`src/rtl/nand_seq_pkg.sv`:
```
package nand_seq_pkg;
  typedef enum logic [2:0] {
    TX_WEN, TX_ERASE, TX_LOAD, TX_EXEC, TX_STAT, TX_WDIS
  } txn_e;

  typedef enum logic [1:0] {
    ST_IDLE, ST_GAP, ST_XFER, ST_WAIT
  } seq_state_e;

  localparam logic [1:0] RES_OK   = 2'd0;
  localparam logic [1:0] RES_FAIL = 2'd1;
  localparam logic [1:0] RES_TMO  = 2'd2;

  localparam logic [7:0] OPC_WEN   = 8'h06;
  localparam logic [7:0] OPC_WDIS  = 8'h04;
  localparam logic [7:0] OPC_ERASE = 8'hD8;
  localparam logic [7:0] OPC_LOAD  = 8'h84;
  localparam logic [7:0] OPC_EXEC  = 8'h10;
  localparam logic [7:0] OPC_GETF  = 8'h0F;
  localparam logic [7:0] FEAT_STAT = 8'hC0;
endpackage

```
`src/rtl/nand_spi_shift.sv`:
```
module nand_spi_shift #(
  parameter int HALF_CLK = 2
) (
  input  logic       clk,
  input  logic       rst_n,
  input  logic       go,
  input  logic [7:0] tx,
  input  logic       miso,
  output logic       busy,
  output logic       done,
  output logic [7:0] rx,
  output logic       sclk,
  output logic       mosi
);
  localparam int DW = (HALF_CLK > 1) ? $clog2(HALF_CLK) : 1;

  logic [DW-1:0] div;
  logic [2:0]    bitn;
  logic [7:0]    sr;

  assign mosi = sr[7];

  always_ff @(posedge clk or negedge rst_n) begin
    if (!rst_n) begin
      busy <= 1'b0;
      done <= 1'b0;
      rx   <= '0;
      sclk <= 1'b0;
      sr   <= '0;
      div  <= '0;
      bitn <= '0;
    end else begin
      done <= 1'b0;
      if (go && !busy) begin
        sr   <= tx;
        busy <= 1'b1;
        bitn <= '0;
        div  <= '0;
      end else if (busy) begin
        if (div == DW'(HALF_CLK - 1)) begin
          div <= '0;
          if (!sclk) begin
            sclk <= 1'b1;
            rx   <= {rx[6:0], miso};
          end else begin
            sclk <= 1'b0;
            sr   <= {sr[6:0], 1'b0};
            bitn <= bitn + 3'd1;
            if (bitn == 3'd7) begin
              busy <= 1'b0;
              done <= 1'b1;
            end
          end
        end else begin
          div <= div + DW'(1);
        end
      end
    end
  end
endmodule

```
`src/rtl/nand_poll_wait.sv`:
```
module nand_poll_wait #(
  parameter int POLL_CYC = 5000
) (
  input  logic clk,
  input  logic rst_n,
  input  logic run,
  output logic expired
);
  localparam int CW = $clog2(POLL_CYC + 1);

  logic [CW-1:0] cnt;

  assign expired = run && (cnt == CW'(POLL_CYC - 1));

  always_ff @(posedge clk or negedge rst_n) begin
    if (!rst_n)       cnt <= '0;
    else if (!run)    cnt <= '0;
    else if (!expired) cnt <= cnt + CW'(1);
  end
endmodule

```
`src/rtl/nand_pe_seq.sv`:
```
module nand_pe_seq
  import nand_seq_pkg::*;
#(
  parameter int HALF_CLK   = 2,
  parameter int POLL_CYC   = 5000,
  parameter int MAX_POLLS  = 200,
  parameter int BURST      = 32,
  parameter int BLK_W      = 10,
  parameter int ROW_W      = 16,
  parameter int COL_W      = 12,
  parameter int LEN_W      = 12,
  parameter int PAGE_SHIFT = 6
) (
  input  logic             clk,
  input  logic             rst_n,
  input  logic             start,
  input  logic             op_erase,
  input  logic [BLK_W-1:0] blk,
  input  logic [ROW_W-1:0] row,
  input  logic [COL_W-1:0] col,
  input  logic [LEN_W-1:0] len,
  input  logic [7:0]       wr_data,
  input  logic             wr_valid,
  output logic             wr_ready,
  output logic             busy,
  output logic             done,
  output logic [1:0]       result,
  output logic             sclk,
  output logic             cs_n,
  output logic             mosi,
  input  logic             miso
);
  localparam int IDX_W = $clog2(BURST + 4);
  localparam int PW    = $clog2(MAX_POLLS + 1);

  seq_state_e       state;
  txn_e             txn;
  logic [IDX_W-1:0] idx, tx_len, burst_q;
  logic             op_q;
  logic [23:0]      row_q;
  logic [COL_W-1:0] col_q;
  logic [LEN_W-1:0] rem_q, rem_after;
  logic [PW-1:0]    polls_q, polls_n;
  logic [1:0]       res_q;
  logic             done_q;
  logic [1:0]       result_q;

  logic       sh_go, sh_busy, sh_done, need_data, last_byte, tmr_exp;
  logic [7:0] sh_tx, sh_rx;
  logic [15:0] col16;
  logic       st_busy, st_fail, rx_unused;

  function automatic logic [IDX_W-1:0] burst_of(input logic [LEN_W-1:0] r);
    return (r >= LEN_W'(BURST)) ? IDX_W'(BURST) : IDX_W'(r);
  endfunction

  assign col16     = 16'(col_q);
  assign need_data = (txn == TX_LOAD) && (idx >= IDX_W'(3));
  assign sh_go     = (state == ST_XFER) && !sh_busy && !sh_done && (!need_data || wr_valid);
  assign wr_ready  = sh_go && need_data;
  assign last_byte = sh_done && (idx == tx_len - IDX_W'(1));
  assign rem_after = rem_q - LEN_W'(burst_q);
  assign polls_n   = polls_q + PW'(1);
  assign st_busy   = sh_rx[0];
  assign st_fail   = op_q ? sh_rx[2] : sh_rx[3];
  assign rx_unused = ^{sh_rx[7:4], sh_rx[1]};

  always_comb begin
    tx_len = IDX_W'(1);
    sh_tx  = 8'h00;
    case (txn)
      TX_WEN:  sh_tx = OPC_WEN;
      TX_WDIS: sh_tx = OPC_WDIS;
      TX_ERASE, TX_EXEC: begin
        tx_len = IDX_W'(4);
        case (idx)
          IDX_W'(0): sh_tx = (txn == TX_ERASE) ? OPC_ERASE : OPC_EXEC;
          IDX_W'(1): sh_tx = row_q[23:16];
          IDX_W'(2): sh_tx = row_q[15:8];
          default:   sh_tx = row_q[7:0];
        endcase
      end
      TX_STAT: begin
        tx_len = IDX_W'(3);
        case (idx)
          IDX_W'(0): sh_tx = OPC_GETF;
          IDX_W'(1): sh_tx = FEAT_STAT;
          default:   sh_tx = 8'h00;
        endcase
      end
      TX_LOAD: begin
        tx_len = IDX_W'(3) + burst_q;
        case (idx)
          IDX_W'(0): sh_tx = OPC_LOAD;
          IDX_W'(1): sh_tx = col16[15:8];
          IDX_W'(2): sh_tx = col16[7:0];
          default:   sh_tx = wr_data;
        endcase
      end
      default: sh_tx = 8'h00;
    endcase
  end

  always_ff @(posedge clk or negedge rst_n) begin
    if (!rst_n) begin
      state    <= ST_IDLE;
      txn      <= TX_WEN;
      idx      <= '0;
      op_q     <= 1'b0;
      row_q    <= '0;
      col_q    <= '0;
      rem_q    <= '0;
      burst_q  <= '0;
      polls_q  <= '0;
      res_q    <= RES_OK;
      done_q   <= 1'b0;
      result_q <= RES_OK;
    end else begin
      done_q <= 1'b0;
      case (state)
        ST_IDLE: if (start) begin
          op_q  <= op_erase;
          row_q <= op_erase ? (24'(blk) << PAGE_SHIFT) : 24'(row);
          col_q <= col;
          rem_q <= op_erase ? '0 : len;
          txn   <= TX_WEN;
          idx   <= '0;
          state <= ST_XFER;
        end
        ST_GAP:  state <= ST_XFER;
        ST_WAIT: if (tmr_exp) state <= ST_XFER;
        ST_XFER: if (sh_done) begin
          if (!last_byte) begin
            idx <= idx + IDX_W'(1);
          end else begin
            idx   <= '0;
            state <= ST_GAP;
            case (txn)
              TX_WEN: begin
                if (op_q)               txn <= TX_ERASE;
                else if (rem_q != '0) begin
                  txn     <= TX_LOAD;
                  burst_q <= burst_of(rem_q);
                end else                txn <= TX_EXEC;
              end
              TX_LOAD: begin
                col_q <= col_q + COL_W'(burst_q);
                rem_q <= rem_after;
                if (rem_after != '0) burst_q <= burst_of(rem_after);
                else                 txn <= TX_EXEC;
              end
              TX_ERASE, TX_EXEC: begin
                txn     <= TX_STAT;
                polls_q <= '0;
              end
              TX_STAT: begin
                polls_q <= polls_n;
                if (st_busy) begin
                  if (polls_n == PW'(MAX_POLLS)) begin
                    res_q <= RES_TMO;
                    txn   <= TX_WDIS;
                  end else begin
                    state <= ST_WAIT;
                  end
                end else if (st_fail) begin
                  res_q <= RES_FAIL;
                  txn   <= TX_WDIS;
                end else begin
                  state    <= ST_IDLE;
                  done_q   <= 1'b1;
                  result_q <= RES_OK;
                end
              end
              default: begin
                state    <= ST_IDLE;
                done_q   <= 1'b1;
                result_q <= res_q;
              end
            endcase
          end
        end
        default: state <= ST_IDLE;
      endcase
    end
  end

  assign busy   = (state != ST_IDLE);
  assign cs_n   = (state != ST_XFER);
  assign done   = done_q;
  assign result = result_q;

  nand_spi_shift #(.HALF_CLK(HALF_CLK)) u_shift (
    .clk(clk), .rst_n(rst_n), .go(sh_go), .tx(sh_tx), .miso(miso),
    .busy(sh_busy), .done(sh_done), .rx(sh_rx), .sclk(sclk), .mosi(mosi)
  );

  nand_poll_wait #(.POLL_CYC(POLL_CYC)) u_wait (
    .clk(clk), .rst_n(rst_n), .run(state == ST_WAIT), .expired(tmr_exp)
  );
endmodule

```
`config.mk`:
```
export PLATFORM = sky130hd
export DESIGN_NAME = nand_pe_seq
export DESIGN_NICKNAME = d
export VERILOG_FILES = /design/src/rtl/nand_seq_pkg.sv /design/src/rtl/nand_spi_shift.sv /design/src/rtl/nand_poll_wait.sv /design/src/rtl/nand_pe_seq.sv
export SDC_FILE = /design/constraint.sdc
export NUM_CORES = 1
export LEC_CHECK = 0
export ABC_AREA = 1
export CELL_PAD_IN_SITES_DETAIL_PLACEMENT = 1
export CELL_PAD_IN_SITES_GLOBAL_PLACEMENT = 2
export CORE_MARGIN = 2
export CORE_UTILIZATION = 36
export CTS_BUF_LIST = sky130_fd_sc_hd__clkbuf_4
export CTS_CLUSTER_DIAMETER = 80
export DETAILED_ROUTE_END_ITERATION = 8
export HOLD_SLACK_MARGIN = 0.05
export PLACE_DENSITY_LB_ADDON = 0.1
export SYNTH_ARGS = -nofsm -noshare
export SYNTH_HDL_FRONTEND = slang
export SYNTH_SLANG_ARGS = --single-unit
```
`constraint.sdc`:
```
create_clock -name clk -period 4.2 [get_ports clk]
set_input_delay 0.42 -clock clk [delete_from_list [all_inputs] [get_ports clk]]
set_output_delay 0.42 -clock clk [all_outputs]
set_load 0.03 [all_outputs]
```
## Yosys cells after proc, flatten, opt, wreduce, memory -nomap -nowiden

Index checks and enable logic that the tools add are counted.

| cells by class | value |
|---|---|
| add/subtract/negate cells | 9 |
| $lt $le $gt $ge | 3 |
| equality and inequality tests | 31 |
| mux-type cells | 86 |
| bitwise operators | 3 |
| reduce and logical (&&, ||, !) cells | 39 |

Operators by type and width:

| kind | count |
|---|---|
| two-way mux 12 bit | 9 |
| two-way mux 6 bit | 8 |
| one-hot mux 12 bit (2 select lines) | 2 |
| one-hot mux 8 bit (3 select lines) | 2 |
| two-way mux 8 bit | 5 |
| one-hot mux 8 bit (5 select lines) | 1 |
| two-way mux 3 bit | 11 |
| one-hot mux 8 bit (2 select lines) | 2 |
| two-way mux 13 bit | 2 |
| >= comparator 12 x 6 -> 1 bit, second input constant | 2 |
| two-way mux 2 bit | 12 |
| one-hot mux 6 bit (2 select lines) | 2 |
| nonzero test 12 bit | 2 |
| two-way mux 1 bit | 22 |
| != test 2 bit, second input constant | 11 |
| one-hot mux 6 bit (3 select lines) | 1 |
| two-way mux 16 bit | 1 |
| nonzero test 2 bit | 8 |
| adder 13 x 1 -> 13 bit, second input constant | 1 |
| equality test 13 bit, second input constant | 1 |
| adder 12 x 6 -> 12 bit | 1 |
| one-hot mux 3 bit (4 select lines) | 1 |
| AND reduction 4 bit | 3 |
| AND reduction 6 bit | 2 |
| other kinds (40) | 59 |

| word-level totals | value |
|---|---|
| flip-flop bits (word level) | 111 |
| input bits | 64 |
| output and inout port bits | 8 |
| logic and storage cells | 191 |

## Logic depth before layout (Yosys ltp)

Gate-level depths: netlist of run 1.

| logic depth | value |
|---|---|
| depth in word-level cells | 9 |
| depth in mapped cells | 20 |
| gate-level depth less buffers | 19 |

## Hierarchy

From an unflattened synthesis of run 1, not the netlist that was laid out.

| second synthesis, totals | value |
|---|---|
| cells, all modules | 1,059 |
| area total of the unflattened synthesis | 7,399.6 um2 |

Modules (own cells, without submodules):

| module | times used | cells each | area an instance (um2) | sequential area each (um2) |
|---|---|---|---|---|
| nand_pe_seq | 1 | 819 | 5,542.8 | 1,776.7 |
| nand_spi_shift | 1 | 125 | 1,063.5 | 575.6 |
| nand_poll_wait | 1 | 115 | 793.3 | 325.3 |

## Worst setup path after synthesis of run 1

No wires, ideal clock.

| timing path | value |
|---|---|
| path type | register to register |
| start point | register txn[2] |
| end point | register rem_q[10] |
| setup time | 0.122 ns |
| arrival time | 2.702 ns |
| data required time | 4.078 ns |
| slack | 1.376 ns |
| cell stages (with the launch flop) | 20 |
| period minus slack after synthesis | 2.824 ns |
| path through | dfrtp_1 > buf_6 > nor2_4 > nand2_4 > inv_2 > buf_6 > clkbuf_1 > a21oi_1 > ha_1 > a21oi_1 > o21ai_0 > nor2_1 > nand3_1 > nor2_4 > nand3_4 > nand2_2 > nand2_4 > nor2_8 > buf_4 > o21ai_1 |

| on the way | value |
|---|---|
| word-level cells in the longest chain between the ends | 8 |

Ends and longest elaborated chain:

| item | RTL line | RTL |
|---|---|---|
| from (decl) | nand_pe_seq.sv:37 | `txn_e txn;` |
| from (signal assigned) | nand_pe_seq.sv:107 | `txn <= TX_WEN;` |
| from (signal assigned) | nand_pe_seq.sv:126 | `txn <= TX_WEN;` |
| from (signal assigned) | nand_pe_seq.sv:140 | `if (op_q) txn <= TX_ERASE;` |
| equality test 3 x 1 -> 1 bit or equality test 3 x 2 -> 1 bit (tied branches) | nand_pe_seq.sv:71 | `case (txn)` |
| OR reduction 2 bit | -- |  |
| one-hot mux 6 bit (3 select lines) | nand_pe_seq.sv:71 |  |
| subtractor 6 x 1 -> 6 bit | nand_pe_seq.sv:61 | `assign last_byte = sh_done && (idx == tx_len - IDX_W'(1));` |
| equality test 6 bit | nand_pe_seq.sv:61 |  |
| logical AND 1 bit | nand_pe_seq.sv:61 |  |
| != test 2 bit (no source line) | -- |  |
| AND reduction 5 bit (no source line) * | -- |  |
| to (signal assigned) | nand_pe_seq.sv:125 | `rem_q <= op_erase ? '0 : len;` |
| to (signal assigned) | nand_pe_seq.sv:148 | `rem_q <= rem_after;` |
| to (decl) | nand_pe_seq.sv:42 | `logic [LEN_W-1:0] rem_q, rem_after;` |

Mark *: on every way between the ends. The rest lies on a longest branch, timed or not.
A chain may end at the register's enable or synchronous reset.

## Final worst setup path of run 1

| timing path | value |
|---|---|
| start point | register txn[2] |
| end point | output wr_ready |

| on the way | value |
|---|---|
| word-level cells in the longest chain between the ends | 6 |

Ends and longest elaborated chain:

| item | RTL line | RTL |
|---|---|---|
| equality test 3 x 2 -> 1 bit * | nand_pe_seq.sv:58 | `assign need_data = (txn == TX_LOAD) && (idx >= IDX_W'(3));` |
| logical AND 1 bit * | nand_pe_seq.sv:58 |  |
| logical NOT 1 bit | nand_pe_seq.sv:59 | `assign sh_go = (state == ST_XFER) && !sh_busy && !sh_done && (!need_data \|\| wr_valid);` |
| logical OR 1 bit | nand_pe_seq.sv:59 |  |
| logical AND 1 bit | nand_pe_seq.sv:59 |  |
| logical AND 1 bit * | nand_pe_seq.sv:60 | `assign wr_ready = sh_go && need_data;` |
| to (decl) | nand_pe_seq.sv:24 | `output logic wr_ready,` |

Marked as above.

==> results.yml, run 1 <==
outcome:
  status: "complete, no violations"
synthesis:
  synth_fp_nets: 1048
  syn_area_per_cell_sq_um: 7.05
  synthCells: 960
  seq_area_frac_synth_pct: 38.1
  yosys_warnings: 0
  ys.flop_type: "dfrtp_1"
  synth_async_sr_flop_share_pct: 100
  ys_types: 47
  synth-edff-count: 0
  netlist_area_sq_um: 6770
  ys_seq_elements: 103
cells_and_area:
  mostFrequentLayoutCells: "nand2_1, inv_1, nor2_1, dfrtp_1, o21ai_0"
  final_common_cell: "nand2_1"
  seqCellArea_sq_um: 2580
  fill_cells: 2397
  multiInputGateArea_sq_um: 3580
  final_nets: 1114
  post-route-util_pct: 42.2
  syn2layout_area_growth_pct: 15.9
  drive_gt1_share_pct: 4.95
run:
  cap_violations: 0
drt:
  drc: 0
  routedWlPerCell_microns: 16.0
  drt_iter0_drc: 283
  routed_wirelength_microns: 20200
  ant_nets: 0
  first_pass_iters: 4
  vias: 6381
  vias_per_cell: 5.04
global_routing:
  grt_pass1_vias: 6431
  grt_overflow: 0
  antenna_found_initial: 1
  grt_start_max_net_pins: 57
  grt_usage_pct: 21.2
  grt_pass1_wl_microns: 33500
sta:
  slew_headroom_pct: 39.3
  setup_tns_ns: 0
  setup_violations: 0
  skew_ns: 0.0178
  worstMarginPinSlew_ns: 0.902
  worst_slack_ns: 0.675
  rsz0062_at_grt: "no"
  drv_slew: 0
  hold_violations: 0
  finalCriticalPeriod_ns: 3.52
  holdWs_ns: 0.451
  max_freq_mhz: 284
  fin_crit_sh_pct: 83.9
cts:
  clk_pin_slew_ns: 0.18
  post-cts-setup-buffers: 0
  cts_buffer_depth: 2
  cts_tree: "built"
  cts.sinks: 103
  clkLatencyLatePin_ns: 0.51
  htreeDepth: 3
  numCtsBuffers: 9
  cts-root-buf: "clkbuf_4"
critical_path:
  critPathMaxFanout: 20
  path_cells: "nor2_4, nand2_4, inv_2, o21ai_0, or2_2, nand2_2, nor2_1, clkdlybuf4s50_1"
  slowest_delay_ns: 0.60
  worstPathRequired_ns: 3.78
  arrival_ns: 3.10
  path_class: "flop to output port"
  worst-path-buf-inv: 2
  r2r_slack_ns: 0.95
  slowest_stage: "clkdlybuf4s50_1"
  start_kind: "flop"
  crit_path_end_kind: "output port"
  crit_family: "simple AND/OR/NAND/NOR gates"
pwr:
  totalPowerFinal_mw: 2.41
  power_density_nw_per_um2: 307
  p_leak_nw: 3.63
  peakVddDrop_uv: 111
placement:
  port-buffer-count: 71
  pre_cts_slack_ns: 0.958
  hpwl_microns: 15700
  place_congestion: 0.842
floorplan:
  fp.dieH_microns: 141
  fp.dieArea_sq_um: 19900
  ios: 72
  die_x_microns: 141
  std_cell_rows: 50
  coreArea_sq_um: 18600
  initial_core_util_pct: 36.4
min_path:
  min_path_type: "input pin to flop"
## flip-flops by register name, indices dropped and copies added (netlist names), 2 cells and up
name / cells
col_q: 12
idx: 6
polls_q: 8
u_shift.rx: 4
txn: 3
burst_q: 6
u_shift.sr: 8
u_wait.cnt: 13
state: 2
result: 2
row_q: 16
u_shift.bitn: 3
res_q: 2
rem_q: 12
## per-stage QoR
| step | cells | cell area, sq um |
|---|---|---|
| final | 1266 | 7850 |
| after global routing | 1266 | 7850 |
| after CTS | 1265 | 7840 |
| after detailed placement | 1248 | 7700 |
| after global placement | 1248 | 7700 |
| after floorplan | 960 | 6770 |
## cell usage after synthesis (2+ instances only)
master	n	area (sq um)
nand3_1	70	350
nor2_2	2	12.5
nand4_1	23	144
ha_1	22	275
nor4_1	4	25.0
a31oi_1	13	81.3
nand2_1	253	950
buf_2	2	10.0
a21oi_1	34	170
o22ai_1	3	18.8
buf_6	5	56.3
xor2_1	15	131
a22o_1	6	52.6
clkbuf_1	16	60.1
nand2_4	3	33.8
nand2_2	4	25.0
o21ai_1	24	120
or2_2	3	18.8
nor3_1	18	90.1
mux2_2	2	22.5
o211ai_1	2	15.0
fa_1	2	40.0
inv_1	118	443
nor2_1	103	387
nor2_4	2	22.5
nor2_8	2	40.0
dfrtp_1	103	2580
o21ai_0	76	380
o31ai_1	5	37.5
clkinv_1	3	11.3
inv_2	6	22.5
## area by class of cell
cell class	instances	share of cell area [%]
multi-input combinational	706	45.7
sequential	103	32.8
timing repair buffer	79	9.98
inverter	127	6.08
tap	234	3.73
clock buffer	9	0.861
clock inverter	7	0.813
antenna	1	0.0319
## logic make-up after synthesis
group	Yosys count	share of synthesized area, %
xor+xnor	16	2.07
fa+ha+maj	24	4.66
simple gates	494	32.0
compound gates	169	13.7
buf+inv	151	9.02
mux	3	0.480
flops	103	38.1
## where the power goes
part	internal [mW]	leakage [nW]	switching [mW]
logic	0.261	2.30	0.387
registers	1.13	1.26	0.103
clock network	0.136	0.0734	0.392
total	1.52	3.63	0.882
## worst reg2reg max path, cell delays in order (launching register included)
cell	delay, ns
dfrtp_1	0.57
nor2_4	0.21
nand2_4	0.11
inv_2	0.28
a21oi_1	0.12
ha_1	0.30
a21oi_1	0.13
o21ai_0	0.09
nor2_1	0.11
nand3_1	0.12
nor2_4	0.14
nand3_4	0.11
nand2_2	0.12
nand2_4	0.10
nor2_8	0.47
nand2_1	0.11
o21ai_1	0.11
## worst paths after layout
| check | to | cells after the start | startpoint |
|---|---|---|---|
| max | wr_ready | 8 | txn[2] |
| max in group asynchronous | idx[5] | 3 | rst_n |
| min | row_q[9] | 3 | row[9] |
| max reg2reg | rem_q[3] | 16 | txn[2] |
| min reg2reg | res_q[0] | 2 | res_q[0] |
| min in group asynchronous | rem_q[11] | 2 | rst_n |
## timing repair
action | 4_1_cts | 5_1_grt
resized for setup | 0 | 0
hold buffers | 1 | 0
endpoints found under the hold margin | 47 | 0
## layer usage
metal,GRT usage [%],part of all wire (%),vias up
met2,32.6,44,75
met3,2.24,1.8,17
met5,0,0,-
li1,-,-,3268
met1,31.3,52,3021
met4,6.58,1.6,0
(Power assumes the default switching activity.)
==> run 2, diff against run 1 <==
--- a/config.mk
+++ b/config.mk
@@ -9,7 +9,7 @@
 export CELL_PAD_IN_SITES_DETAIL_PLACEMENT = 1
 export CELL_PAD_IN_SITES_GLOBAL_PLACEMENT = 2
 export CORE_MARGIN = 2
-export CORE_UTILIZATION = 36
+export CORE_UTILIZATION = 33
 export CTS_BUF_LIST = sky130_fd_sc_hd__clkbuf_4
 export CTS_CLUSTER_DIAMETER = 80
 export DETAILED_ROUTE_END_ITERATION = 8
==> constraint.sdc (replaced) <==
create_clock -name clk -period 3.5 [get_ports clk]
set_input_delay 0.35 -clock clk [delete_from_list [all_inputs] [get_ports clk]]
set_output_delay 0.35 -clock clk [all_outputs]
set_load 0.03 [all_outputs]
==> run 2 against run 1 <==
Net effect:
- core utilization down 2.9 points
- die area grew 8.8%
- final cell count up 2.8%
- hold slack worse by 0.043 ns
- sequential share of layout area fell by 0.32 points
- critical path type unchanged
==> results.yml, run 2 (same netlist as run 1, synthesis figures left out) <==
outcome:
  status: "complete, no violations"
sta:
  holdWs_ns: 0.408
  slew_headroom_pct: 38.5
  hold_violations: 0
  skew_ns: 0.0195
  setup_violations: 0
  worstMarginPinSlew_ns: 0.912
  max_freq_mhz: 304
  rsz0062_at_grt: "no"
  drv_slew: 0
  setup_tns_ns: 0
  finalCriticalPeriod_ns: 3.29
  fin_crit_sh_pct: 94.1
cts:
  numCtsBuffers: 9
  clkLatencyLatePin_ns: 0.49
  cts_tree: "built"
  htreeDepth: 3
  clk_pin_slew_ns: 0.17
  cts-root-buf: "clkbuf_4"
  cts_buffer_depth: 2
  cts.sinks: 103
  post-cts-setup-buffers: 0
critical_path:
  worstPathRequired_ns: 3.15
  start_kind: "flop"
  critPathMaxFanout: 19
  slowest_delay_ns: 0.59
  crit_path_end_kind: "output port"
  path_cells: "nor2_4, nand2_4, inv_2, buf_4, o21ai_0, or2_2, nand2_2, nor2_1, clkdlybuf4s50_1"
  slowest_stage: "clkdlybuf4s50_1"
  path_class: "flop to output port"
  reg2regPathDepth: 15
  arrival_ns: 2.94
cells_and_area:
  final_nets: 1115
  drive_gt1_share_pct: 5.04
  stdcell_area_sq_um: 7930
  syn2layout_area_growth_pct: 17.1
  final_common_cell: "nand2_1"
  post-route-util_pct: 39.3
  mostFrequentLayoutCells: "nand2_1, inv_1, nor2_1"
  largest_reg_flops: 16
  reg.largest.list: "row_q (16), u_wait.cnt (13)"
  top_register: "row_q"
global_routing:
  grt_overflow: 0
  grt_start_max_net_pins: 60
  antenna_found_initial: 1
  grt_pass1_wl_microns: 34700
  grt_pass1_vias: 6654
  grt_usage_pct: 20.0
min_path:
  min_path_cells: 3
  min_path_type: "input pin to flop"
drt:
  first_pass_iters: 4
  routed_wirelength_microns: 20600
  drc: 0
  drt_iter0_drc: 255
  ant_nets: 0
  vias: 6368
  routedWlPerCell_microns: 15.8
  vias_per_cell: 4.89
placement:
  port-buffer-count: 71
  place_congestion: 0.802
  hpwl_microns: 16100
  place_area_sq_um: 7750
floorplan:
  die_x_microns: 147
  std_cell_rows: 52
  ios: 72
  fp.dieArea_sq_um: 21700
  fp.dieH_microns: 147
  coreArea_sq_um: 20200
  initial_core_util_pct: 33.6
pwr:
  p_leak_nw: 3.65
  power_density_nw_per_um2: 377
  peakVddDrop_uv: 137
run:
  cap_violations: 0
-- run 2: cell count changes in the layout (fill, tap and decap cells not counted), sizes merged --
cell and delta:
clkinv -1, bufinv +2, buf +1, clkbuf +1
inv -3
-- run 2: worst max-delay path: cells and delay by family, from the launching register on --
family | cells | cell delay (ns)
AOI/OAI and AO/OA | 1 | 0.19
buffers and inverters | 3 | 0.91
and+or+nand+nor | 5 | 0.81
DFF | 1 | 0.53
-- run 2: metal layers --
metal	up-vias	track usage (%)	share of wire, %
met1	3024	28.4	51
met3	15	2.08	1.9
met5	-	0	0
li1	3260	-	-
met4	0	5.19	1.3
met2	69	32.7	46
-- run 2: stage by stage --
step                      power, mW  cells  setup WS (ns)
final                          2.99   1302          0.208
after global routing           3.22   1302        0.00424
after CTS                      3.04   1301         0.0653
after detailed placement       2.30   1285          0.464
after global placement         2.28   1285          0.537
after floorplan                1.98    960          0.676
-- run 2: worst paths after layout --
path | start | endpoint | slack, ns
worst min register to register | res_q[0] | res_q[0] | 0.49
worst max register to register | burst_q[1] | rem_q[0] | 0.48
min in group asynchronous | rst_n | u_wait.cnt[8] | 0.47
worst min-delay path | blk[2] | row_q[8] | 0.41
max in group asynchronous | rst_n | u_shift.rx[3] | 2.27
worst max-delay path | txn[2] | wr_ready | 0.21
-- run 2: what timing repair did --
| action | 4_1_cts | 5_1_grt |
|---|---|---|
| setup endpoints to repair | 0 | 1 |
| hold buffers | 1 | 0 |
| resized for setup | 0 | 1 |
| endpoints found under the hold margin | 58 | 0 |
-- run 2: layout make-up --
cell class | count | area (sq um)
Clock buffer | 10 | 75.1
Fill cell | 2593 | 12200
Multi-Input combinational cell | 706 | 3580
Antenna cell | 1 | 2.50
Inverter | 127 | 477
Tap cell | 270 | 338
Clock inverter | 5 | 82.6
Sequential cell | 103 | 2580
Timing Repair Buffer | 80 | 791
-- run 2: power by group --
group          switching, mW  total, mW  internal, mW
clock                  0.432      0.729         0.297
combinational          0.469      0.782         0.313
sequential             0.124       1.48          1.35
==> run 3, diff against run 2 <==
--- a/config.mk
+++ b/config.mk
@@ -12,9 +12,11 @@
 export CORE_UTILIZATION = 33
 export CTS_BUF_LIST = sky130_fd_sc_hd__clkbuf_4
 export CTS_CLUSTER_DIAMETER = 80
+export CTS_CLUSTER_SIZE = 40
 export DETAILED_ROUTE_END_ITERATION = 8
 export HOLD_SLACK_MARGIN = 0.05
 export PLACE_DENSITY_LB_ADDON = 0.1
+export SLEW_MARGIN = 30
 export SYNTH_ARGS = -nofsm -noshare
 export SYNTH_HDL_FRONTEND = slang
 export SYNTH_SLANG_ARGS = --single-unit
==> results of run 3 <==
No change in the layout: final DEF, timing and power equal those of run 2.
